==> config.mk <==
export PLATFORM = sky130hd
export DESIGN_NAME = osr_serial_sequencer
export DESIGN_NICKNAME = d
export VERILOG_FILES = /design/src/rtl/osr_seq_pkg.sv /design/src/rtl/osr_seq_sync.sv /design/src/rtl/osr_speed_decode.sv /design/src/rtl/osr_serial_sequencer.sv
export SDC_FILE = /design/constraint.sdc
export NUM_CORES = 1
export LEC_CHECK = 0
export BUFFER_PORTS_ARGS = -buffer_cell sky130_fd_sc_hd__buf_2
export CORE_MARGIN = 2
export CORE_UTILIZATION = 40
export CTS_CLUSTER_DIAMETER = 200
export DETAILED_ROUTE_END_ITERATION = 8
export SLEW_MARGIN = 20
export SYNTH_ARGS = -nofsm -noshare
export SYNTH_HDL_FRONTEND = slang
export SYNTH_SLANG_ARGS = --single-unit
==> constraint.sdc <==
create_clock -name clk -period 3.15 [get_ports clk]
set_input_delay 0 -clock clk [delete_from_list [all_inputs] [get_ports clk]]
set_output_delay 0 -clock clk [all_outputs]
set_load 0.02 [all_outputs]
==> src/rtl/osr_seq_pkg.sv <==
package osr_seq_pkg;

    typedef enum logic [1:0] {
        ST_CONV  = 2'd0,
        ST_SLEEP = 2'd1,
        ST_OUT   = 2'd2
    } seq_state_e;

    localparam int CODE_W       = 5;
    localparam int NUM_SPEEDS   = 10;
    localparam int BASE_OSR_LOG = 6;   // fastest ratio is 2**6
    localparam int FAST_CODE    = 3;   // ratio 256
    localparam int SLOW_CODE    = 10;  // ratio 32768

endpackage

==> src/rtl/osr_seq_sync.sv <==
module osr_seq_sync #(
    parameter int          W       = 1,
    parameter logic [W-1:0] RST_VAL = '0
) (
    input  logic         clk,
    input  logic         rst_n,
    input  logic [W-1:0] d_i,
    output logic [W-1:0] q_o
);
    logic [W-1:0] meta_q;

    always_ff @(posedge clk or negedge rst_n) begin
        if (!rst_n) begin
            meta_q <= RST_VAL;
            q_o    <= RST_VAL;
        end else begin
            meta_q <= d_i;
            q_o    <= meta_q;
        end
    end
endmodule

==> src/rtl/osr_speed_decode.sv <==
module osr_speed_decode
    import osr_seq_pkg::*;
#(
    parameter int MOD_DIV = 4,
    parameter int LEN_W   = 20
) (
    input  logic [CODE_W-1:0] code_i,
    input  logic              code_full_i,
    input  logic              sdi_level_i,
    output logic [LEN_W-1:0]  len_o
);
    logic [CODE_W-1:0] sel;

    always_comb begin
        if (code_full_i && code_i >= CODE_W'(1) && code_i <= CODE_W'(NUM_SPEEDS)) begin
            sel = code_i;
        end else if (sdi_level_i) begin
            sel = CODE_W'(SLOW_CODE);
        end else begin
            sel = CODE_W'(FAST_CODE);
        end
        len_o = LEN_W'(MOD_DIV) << (BASE_OSR_LOG - 1 + int'(sel));
    end
endmodule

==> src/rtl/osr_serial_sequencer.sv <==
module osr_serial_sequencer
    import osr_seq_pkg::*;
#(
    parameter int MOD_DIV = 4,
    parameter int FRAME_W = 32
) (
    input  logic               clk,
    input  logic               rst_n,
    input  logic               cs_n,
    input  logic               sck,
    input  logic               sdi,
    input  logic [FRAME_W-1:0] result_i,
    output logic               sdo,
    output logic               sdo_oe,
    output logic               busy
);
    localparam int LEN_W = BASE_OSR_LOG + NUM_SPEEDS + $clog2(MOD_DIV + 1);
    localparam int BIT_W = $clog2(FRAME_W + 1);
    localparam int CN_W  = $clog2(CODE_W + 1);
    localparam logic [LEN_W-1:0] RESET_LEN = LEN_W'(MOD_DIV) << (BASE_OSR_LOG - 1 + FAST_CODE);

    typedef struct packed {
        seq_state_e         state;
        logic [LEN_W-1:0]   cnt;
        logic [LEN_W-1:0]   len;
        logic [FRAME_W-1:0] shreg;
        logic [CODE_W-1:0]  code;
        logic [CN_W-1:0]    code_n;
        logic [BIT_W-1:0]   bit_n;
        logic               sck_prev;
    } seq_regs_t;

    seq_regs_t        q, d;
    logic [2:0]       pins_s;
    logic             cs_s, sck_s, sdi_s;
    logic             sck_rise, sck_fall;
    logic [LEN_W-1:0] next_len;

    osr_seq_sync #(.W(3), .RST_VAL(3'b100)) i_sync (
        .clk   (clk),
        .rst_n (rst_n),
        .d_i   ({cs_n, sck, sdi}),
        .q_o   (pins_s)
    );

    assign cs_s     = pins_s[2];
    assign sck_s    = pins_s[1];
    assign sdi_s    = pins_s[0];
    assign sck_rise = sck_s & ~q.sck_prev;
    assign sck_fall = ~sck_s & q.sck_prev;

    osr_speed_decode #(.MOD_DIV(MOD_DIV), .LEN_W(LEN_W)) i_decode (
        .code_i      (q.code),
        .code_full_i (q.code_n == CN_W'(CODE_W)),
        .sdi_level_i (sdi_s),
        .len_o       (next_len)
    );

    always_comb begin
        d          = q;
        d.sck_prev = sck_s;
        case (q.state)
            ST_CONV: begin
                if (q.cnt == q.len - LEN_W'(1)) begin
                    d.state = ST_SLEEP;
                    d.cnt   = '0;
                    d.shreg = result_i;
                end else begin
                    d.cnt = q.cnt + LEN_W'(1);
                end
            end
            ST_SLEEP: begin
                if (!cs_s) begin
                    d.state  = ST_OUT;
                    d.bit_n  = '0;
                    d.code_n = '0;
                    d.code   = '0;
                end
            end
            ST_OUT: begin
                if (cs_s) begin
                    d.state = ST_CONV;
                    d.cnt   = '0;
                    d.len   = next_len;
                end else begin
                    if (sck_rise && q.code_n != CN_W'(CODE_W)) begin
                        d.code   = {q.code[CODE_W-2:0], sdi_s};
                        d.code_n = q.code_n + CN_W'(1);
                    end
                    if (sck_fall) begin
                        d.shreg = q.shreg << 1;
                        d.bit_n = q.bit_n + BIT_W'(1);
                        if (q.bit_n == BIT_W'(FRAME_W - 1)) begin
                            d.state = ST_CONV;
                            d.cnt   = '0;
                            d.len   = next_len;
                        end
                    end
                end
            end
            default: d.state = ST_CONV;
        endcase
    end

    always_ff @(posedge clk or negedge rst_n) begin
        if (!rst_n) begin
            q.state    <= ST_CONV;
            q.cnt      <= '0;
            q.len      <= RESET_LEN;
            q.shreg    <= '0;
            q.code     <= '0;
            q.code_n   <= '0;
            q.bit_n    <= '0;
            q.sck_prev <= 1'b0;
        end else begin
            q <= d;
        end
    end

    always_comb begin
        case (q.state)
            ST_CONV: sdo = 1'b1;
            ST_OUT:  sdo = q.shreg[FRAME_W-1];
            default: sdo = 1'b0;
        endcase
    end

    assign sdo_oe = ~cs_s;
    assign busy   = (q.state == ST_CONV);

endmodule

# Word level (Yosys, flattened, before mapping)
# Cells that the tools add are included.
[op_classes] n_addsub=5 magnitude_cmp=2 n_eq_ne=13 n_shift=1 mux=18 n_bitwise=5 n_reduce_logical=14
[op_table] cell="40-bit 2-to-1 mux" count=2
[op_table] cell="72-bit 2-to-1 mux" count=1
[op_table] cell="32-bit one-hot mux with 2 select lines" count=1
[op_table] cell="46-bit 2-to-1 mux" count=1
[op_table] cell="19-bit one-hot mux with 2 select lines" count=1
[op_table] cell="32-bit 2-to-1 mux" count=1
[op_table] cell="3-bit by 32-bit << shifter with 19-bit output, first input constant" count=1
[op_table] cell="14-bit one-hot mux with 2 select lines" count=1
[op_table] cell="19-bit by 1-bit adder with 19-bit output, second input constant" count=1
[op_table] cell="19-bit equality test" count=1
[op_table] cell="19-bit 2-to-1 mux" count=1
[op_table] cell="19-bit by 1-bit subtractor with 19-bit output, second input constant" count=1
[op_table] cell="4-bit AND reduction" count=4
[op_table] cell="14-bit 2-to-1 mux" count=1
[op_table] cell="8-bit 2-to-1 mux" count=1
[op_table] cell="2-bit inequality test, second input constant" count=4
[op_table] cell="2-bit nonzero test" count=4
[op_table] cell="3-bit by 5-bit adder with 6-bit output, first input constant" count=1
[op_table] cell="6-bit by 1-bit adder with 6-bit output, second input constant" count=1
[op_table] cell="6-bit by 5-bit equality test with 1-bit output, second input constant" count=1
[op_table] cell="6-bit 2-to-1 mux" count=1
[op_table] cell="3-bit by 2-bit inequality test with 1-bit output, second input constant" count=2
[op_table] cell="2-bit one-hot mux with 3 select lines" count=1
[op_table] cell="3-bit AND reduction" count=2
[op_table] cell="16 further kinds" count=22
[totals] register_bits=93 inputBits=37 output_inout_bits=3

# Logic depth before layout (Yosys ltp)
# Gate-level depths: netlist of run 1.
[depth] ltp_word=10 depth_mapped=11 ltp_nobuf=10

# Hierarchy
# Synthesis of run 1 repeated with hierarchy kept, for this count alone.
[unflattened] cells_unflattened=528 area_unflattened_um2=5196.2
[by_module_without_submodules] module="osr_serial_sequencer" n_inst=1 cells_per_inst=488 area_per_inst_um2=4824.6
[by_module_without_submodules] module="osr_speed_decode" n_inst=1 cells_per_inst=34 area_per_inst_um2=219.0
[by_module_without_submodules] module="osr_seq_sync" n_inst=1 cells_per_inst=6 area_per_inst_um2=152.6

# Worst setup path after synthesis of run 1
# Ideal clock, no wire load.
[synth_path] path_kind="register to register" from="register q[49] (netlist name)" to="register q[16] (netlist name)" setup_time_ps=125 arrival_time_ps=3060 required_ps=3025 setup_slack_ps=-35 stages_incl_launch_ff=12 n_path_buf=1 period_less_slack_ps=3185 path_cell_list="dfrtp_1 -> inv_1 -> ha_1 -> or4b_4 -> or4b_1 -> o311a_1 -> nand2_1 -> nand4b_1 -> nor4b_2 -> nor2_2 -> buf_6 -> mux2_4"
[synth_between] elab_chain_len=4
[synth_rtl] item="start: declaration" line="osr_serial_sequencer.sv:33" text="seq_regs_t q, d;"
[synth_rtl] item="19-bit by 1-bit subtractor with 19-bit output" line="osr_serial_sequencer.sv:64" text="if (q.cnt == q.len - LEN_W'(1)) begin"
[synth_rtl] item="19-bit equality test" line="osr_serial_sequencer.sv:64"
[synth_rtl] item="2-bit by 1-bit inequality test with 1-bit output (no line)"
[synth_rtl] item="4-bit AND reduction (no line)"
# No other way between the ends.
# A chain may end at the register's enable or synchronous reset.

# Worst setup path in the final report of run 1
[layout_path] from="register q[50] (netlist name)" to="register q[41] (netlist name)"
# Same word-level chain as after synthesis.

==> out/metrics.csv, run 1 <==
stage,metric,value,unit
run_status,status,"finished, violations left",
run_status,failing checks,negative setup slack,
grt,GRT overflow,0,
sta,"Slew Viols, Final",0,
worst_setup_path,WS Path Type,reg -> reg,
placed_design,HPWL Detailed,7660,um
drt,final wirelength,11300,um
sta,fin worst setup slack,-195,ps
die,die width,116,um
yosys,"EDFF count, synth",0,
grt,total track usage,18.7,%
yosys,register area share after synthesis,45.8,%
clocking,CTS tree,yes,
drt,DRT Pass-1 Iters,4,
drt,Post-DRT Antenna Nets,0,
cells_and_area,layout cell share with drive strength beyond 1,32.4,%
drt,initial drt markers,245,
die,I/O Pins,40,
yosys,mapped cell area,0.00498,mm^2
cells_and_area,Finished Cell Area,0.00623,mm^2
die,core area,0.0121,mm^2
die,initial core utilization,41.3,%
yosys,library cells used by synthesis,54,
placed_design,Port Buffers,39,
sta,count of final hold-check violations,0,
worst_setup_path,Worst R2R Start,q[50],
worst_setup_path,r2r endpoint,q[41],
die,die height,116,um
cells_and_area,final net count,611,
flow_run,max_cap viols,0,
drt,vias,3834,
sta,relative slew slack,65.9,%
placed_design,area post-placement,0.00560,mm^2
power,"IR drop worst, VDD",271,uV
sta,Least-Margin Pin Slew,512,ps
yosys,"Primary FF master, synth",dfrtp_1,
yosys,list of most frequent post-synthesis cells,"dfrtp_1 (88), nand2_1 (54), nor2_1 (41)",
sta,RSZ-0062 raised after global routing,yes,
drt,post-DR wirelength/cell,15.3,um
drt,DRC viols,0,
die,Rows,40,
yosys,ys async rst share,100,%
yosys,synthesized netlist net count,516,
yosys,number of synthesized register bits,91,
sta,worst hold margin,8.50,ps
clocking,Root Buffer,clkbuf_16,
worst_setup_path,reg2reg path depth,13,
worst_setup_path,CP endpoint,q[41],
cells_and_area,Post-Layout Cell Count,742,
worst_setup_path,crit start category,flop,
die,die area,0.0134,mm^2
min_path,Min-Delay Startpoint,result_i[30],
yosys,gate count after technology mapping,474,
drt,detail-routed via count per cell,5.17,
yosys,Synth Area per Inst,10.5,um^2
placed_design,dpl cells,698,
yosys,top cell type's share of synthesized area,44.2,%
worst_setup_path,crit path from,q[50],
sta,Final min period,3340,ps
cells_and_area,Layout fillers,1078,
worst_setup_path,CP endpoint kind,flop,
clocking,cts bufs inserted,9,
grt,initial antenna violation count,0,
power,Internal,2.04,mW
yosys,most frequent cell after synthesis,dfrtp_1,
cells_and_area,antenna cells,0,
power,Net Sw Frac,20.1,%
clocking,buffer depth of the longest clock path,2,
clocking,CTS Sinks,91,
power,leakage,2.93,nW
grt,vias in the first global route,3937,
sta,FMAX,299,MHz
clocking,H-tree depth,3,
grt,largest net degree at the start of global routing,39,
power,PD cells,409,mW/mm^2
yosys,Synth area leaders,"dfrtp_1 (44%), mux2_4 (8.7%), mux2_2 (7.2%), nand2_1 (4.1%), nor2_1 (3.1%)",
power,Flop pwr share,47.4,%
clocking,worst skew pair latency,350,ps
sta,Clock Skew,9.73,ps
power,Switch Pwr,513,uW
clocking,clk slew on worst S/H paths,60,ps
placed_design,placer's final routability congestion estimate,0.825,
power,Clock power frac,48.1,%
yosys,warnings from Yosys,0,
worst_setup_path,crit-path max FO,8,
min_path,worst hold path type,in -> reg,
power,Power Total,2.55,mW
sta,Tcrit/Tclk final,106,%
cells_and_area,area grow syn2layout,25.2,%
worst_setup_path,CP required,3380,ps
worst_setup_path,CP arrival,3570,ps
grt,first-pass GRT wire length,19300,um
yosys,cell taking the most area after synthesis,dfrtp_1,
worst_setup_path,"reg-to-reg slack, setup",-190,ps
sta,Setup Viol. Count Final,32,
power,combinational share of power,4.5,%
[logic make-up after synthesis]
group,count (synthesis),share of synthesized area [%]
and+or+nand+nor,191,20.0
DFF,91,45.8
muxes,66,17.0
AOI/OAI and AO/OA,58,7.39
xor gates and xnor gates,33,5.81
buffers and inverters,30,2.74
adders and majority gates,5,1.26
[metal layers]
| layer | up-vias | wire [um] | share of wire (%) | track usage [%] |
|---|---|---|---|---|
| li1 | 1862 | - | - | - |
| met1 | 1886 | 5250 | 46 | 24.1 |
| met2 | 72 | 5490 | 48 | 31.0 |
| met3 | 14 | 422 | 3.7 | 4.18 |
| met4 | 0 | 184 | 1.6 | 6.83 |
| met5 | - | 0 | 0 | 0 |
[layout by cell type (no fill, tap or decap), types with 8 or more instances in the layout]
| master | n |
|---|---|
| nor2_1 | 40 |
| a21oi_1 | 13 |
| buf_2 | 38 |
| nand2_1 | 53 |
| dfrtp_1 | 88 |
| and2_1 | 8 |
| clkbuf_16 | 9 |
| mux2_4 | 29 |
| dlygate4sd3_1 | 12 |
| xor2_1 | 16 |
| mux2_2 | 32 |
| xnor2_1 | 17 |
| buf_4 | 46 |
| nand3_1 | 19 |
| nor3_1 | 10 |
| o21ai_0 | 20 |
[sequential cells by signal, summed over array words and instances (netlist names)]
register,cells
i_sync.meta_q,3
i_sync.q_o,3
q,85
[critical path, cell delays in order (launching register included)]
cell and delay, ps:
dfrtp_1 380, inv_2 80, ha_4 130, buf_6 80
or4b_4 450, or4b_1 500, o311a_1 310, nand2_2 90
nand4b_1 150, nor4b_2 290, buf_4 190, buf_6 130
nor2_4 80, mux2_4 330
[area by class of cell]
cell class | instances | area, um^2 | area share, %
repair buffers | 103 | 764 | 12.3
clock buffers | 11 | 233 | 3.73
inverters | 9 | 33.8 | 0.542
flip-flops and latches | 91 | 2280 | 36.6
well taps | 168 | 210 | 3.37
clock inverters | 5 | 104 | 1.67
multi-input cells | 355 | 2610 | 41.8
[through the flow]
| step | setup WS (ps) | setup TNS [ps] | utilization, % |
|---|---|---|---|
| 2_1_floorplan | 11.8 | 0 | - |
| 3_3_place_gp | -292 | -9580 | 46.4 |
| 3_5_place_dp | -370 | -11400 | 46.4 |
| 4_1_cts | -185 | -4970 | 51.4 |
| 5_1_grt | -339 | -11010 | 51.7 |
| 6_report | -195 | -5420 | 51.7 |
[timing repair]
action | in CTS | in global routing
pin swaps | 5 | 3
hold buffers | 12 | 0
resized for setup | 8 | 2
gates cloned | 2 | 0
buffers inserted | 11 | 3
setup endpoints to repair | 44 | 45
endpoints found under the hold margin | 44 | 0
[worst min-delay path by stage]
stage                                  end  cells past startpoint  slack [ps]
final                                q[45]                      3           9
after CTS                            q[30]                      3           1
after global placement               q[73]                      1         -20
after global routing                 q[44]                      3          10
after detailed placement             q[73]                      1         -10
after floorplan           i_sync.meta_q[0]                      0        -300
[power by group through the flow]
stage / registers (mW) / clock network, mW / logic, mW
floorplan: 1.23 / 0 / 0.0512
global placement: 1.23 / 0 / 0.102
detailed placement: 1.23 / 0 / 0.105
CTS: 1.21 / 1.26 / 0.116
global route: 1.21 / 1.31 / 0.128
finish: 1.21 / 1.23 / 0.114
(Power assumes the default switching activity.)
==> run 2, diff against run 1 <==
--- a/config.mk
+++ b/config.mk
@@ -7,9 +7,11 @@
 export LEC_CHECK = 0
 export BUFFER_PORTS_ARGS = -buffer_cell sky130_fd_sc_hd__buf_2
 export CORE_MARGIN = 2
-export CORE_UTILIZATION = 40
+export CORE_UTILIZATION = 54
 export CTS_CLUSTER_DIAMETER = 200
 export DETAILED_ROUTE_END_ITERATION = 8
+export GPL_TIMING_DRIVEN = 0
+export PLACE_DENSITY = 0.76
 export SLEW_MARGIN = 20
 export SYNTH_ARGS = -nofsm -noshare
 export SYNTH_HDL_FRONTEND = slang
==> out/metrics.csv, run 2 (synthesized netlist as in run 1, its figures left out) <==
stage,metric,value,unit
run_status,status,"finished, violations left",
run_status,failing checks,negative setup slack,
min_path,worst hold path type,in -> reg,
sta,Setup Viol. Count Final,30,
die,die height,100,um
worst_setup_path,CP peak stage delay,510,ps
cells_and_area,largest registers,"q: 85 flops, i_sync.meta_q: 3 flops, i_sync.q_o: 3 flops",
die,I/O Pins,40,
cells_and_area,layout cell share with drive strength beyond 1,25.8,%
cells_and_area,antenna cells,0,
drt,DRT Pass-1 Iters,4,
clocking,buffer depth of the longest clock path,2,
cells_and_area,final core utilization,66.9,%
grt,initial antenna violation count,0,
grt,first-pass GRT wire length,19200,um
sta,relative slew slack,56.7,%
placed_design,area post-placement,0.00535,mm^2
sta,count of final hold-check violations,0,
die,die width,100,um
sta,RSZ-0062 raised after global routing,yes,
worst_setup_path,CP arrival,3540,ps
sta,worst hold margin,32.8,ps
drt,final wirelength,11100,um
die,initial core utilization,54.6,%
cells_and_area,max reg flops,85,
sta,Final min period,3280,ps
worst_setup_path,crit-path leading delay family,simple AND/OR/NAND/NOR gates,
cells_and_area,Finished Cell Area,0.00610,mm^2
die,die area,0.0100,mm^2
sta,Clock Skew,14.9,ps
worst_setup_path,WP buf/inv,2,
grt,vias in the first global route,3992,
sta,Tcrit/Tclk final,104,%
grt,largest net degree at the start of global routing,51,
drt,Post-DRT Antenna Nets,0,
clocking,H-tree depth,3,
grt,total track usage,24.3,%
power,Power Total,2.25,mW
power,leakage,2.86,nW
clocking,CTS Sinks,91,
drt,initial drt markers,193,
worst_setup_path,crit start category,flop,
placed_design,dpl cells,625,
worst_setup_path,CP required,3410,ps
worst_setup_path,WS Path Type,reg -> reg,
clocking,CTS tree,yes,
cells_and_area,final net count,614,
clocking,Root Buffer,clkbuf_8,
worst_setup_path,crit path cell chain,inv_2 > ha_4 > or4b_4 > or4b_4 > o311a_1 > nand2_1 > nand4b_1 > nor4b_4 > nor2_4 > buf_12 > mux2_4,
cells_and_area,"most common cell after layout, fill and taps aside",dfrtp_1,
placed_design,HPWL Detailed,7130,um
drt,DRC viols,0,
drt,vias,3884,
die,Rows,35,
power,"IR drop worst, VDD",265,uV
power,PD cells,369,mW/mm^2
sta,Least-Margin Pin Slew,650,ps
drt,post-DR wirelength/cell,16.2,um
cells_and_area,Post-Layout Cell Count,688,
cells_and_area,"commonest cells after routing, fill and taps aside","dfrtp_1 (88), nand2_1 (54), nor2_1 (41), buf_2 (38), dlygate4sd3_1 (35)",
die,core area,0.00911,mm^2
cells_and_area,area grow syn2layout,22.5,%
clocking,cts bufs inserted,9,
worst_setup_path,crit path max-delay cell type,or4b_4,
clocking,worst skew pair latency,380,ps
sta,FMAX,305,MHz
worst_setup_path,critical path's most frequent cell,or4b_4,
flow_run,max_cap viols,0,
drt,detail-routed via count per cell,5.65,
cells_and_area,largest register by flop count,q,
worst_setup_path,CP endpoint kind,flop,
sta,fin worst setup slack,-129,ps
worst_setup_path,crit-path max FO,10,
placed_design,Port Buffers,39,
clocking,clk slew on worst S/H paths,90,ps
placed_design,placer's final routability congestion estimate,0.892,
sta,"Slew Viols, Final",0,
grt,GRT overflow,0,
[run 2: changes by cell type in the layout (fill, tap and decap cells not counted), sizes merged]
| cell | delta |
|---|---|
| buf | -36 |
| bufinv | -1 |
| clkbuf | +17 |
| clkinv | -1 |
| clkinvlp | +1 |
| dlygate4sd3 | +23 |
| inv | +2 |
| nor2 | -2 |
[run 2: area by class of cell]
class                   count  area [um^2]
fillers                   692         3010
multi-input cells         353         2620
flip-flops and latches     91         2280
repair buffers             87          676
well taps                 111          139
clock buffers              10          128
plain buffers              21          126
clock inverters             6         96.3
inverters                   9         33.8
[run 2: worst min-delay path: stages]
cell	delay [ps]
buf_2	100
mux2_2	150
mux2_4	130
[run 2: metrics by stage]
step	TNS (ps)	setup slack, ps
final	-3430	-129
after floorplan	0	11.8
after detailed placement	-15930	-400
after CTS	-1710	-75.8
after global placement	-12540	-344
after global routing	-6090	-214
[run 2: timing repair]
item,CTS,global route
pin swaps,4,0
gates resized for setup,10,6
hold buffers,35,0
setup endpoints to repair,50,42
endpoints found under the hold margin,83,0
buffers inserted,10,2
gates cloned,1,0
[run 2: where the power goes]
part / leakage [nW] / total, mW / internal [mW] / switching [mW]
sequential: 1.16 / 1.21 / 1.19 / 0.0155
clock: 0.109 / 0.902 / 0.457 / 0.445
combinational: 1.59 / 0.141 / 0.0893 / 0.0520
[run 2: per-layer routing]
| layer | wire [um] | GRT usage, % |
|---|---|---|
| met1 | 4900 | 31.4 |
| met2 | 5610 | 41.0 |
| met3 | 361 | 4.25 |
| met4 | 251 | 9.80 |
| met5 | 0 | 0 |
[run 2: path summary, 6_finish.rpt]
check / startpoint / to / slack [ps] / depth (start not counted)
worst max-delay path: q[50] / q[39] / -130 / 11
max in group asynchronous: rst_n / i_sync.q_o[2] / 2250 / 3
min in group asynchronous: rst_n / q[82] / 200 / 2
worst max register to register: q[50] / q[39] / -130 / 11
worst min-delay path: result_i[4] / q[19] / 30 / 3
worst min register to register: i_sync.meta_q[0] / i_sync.q_o[0] / 360 / 0
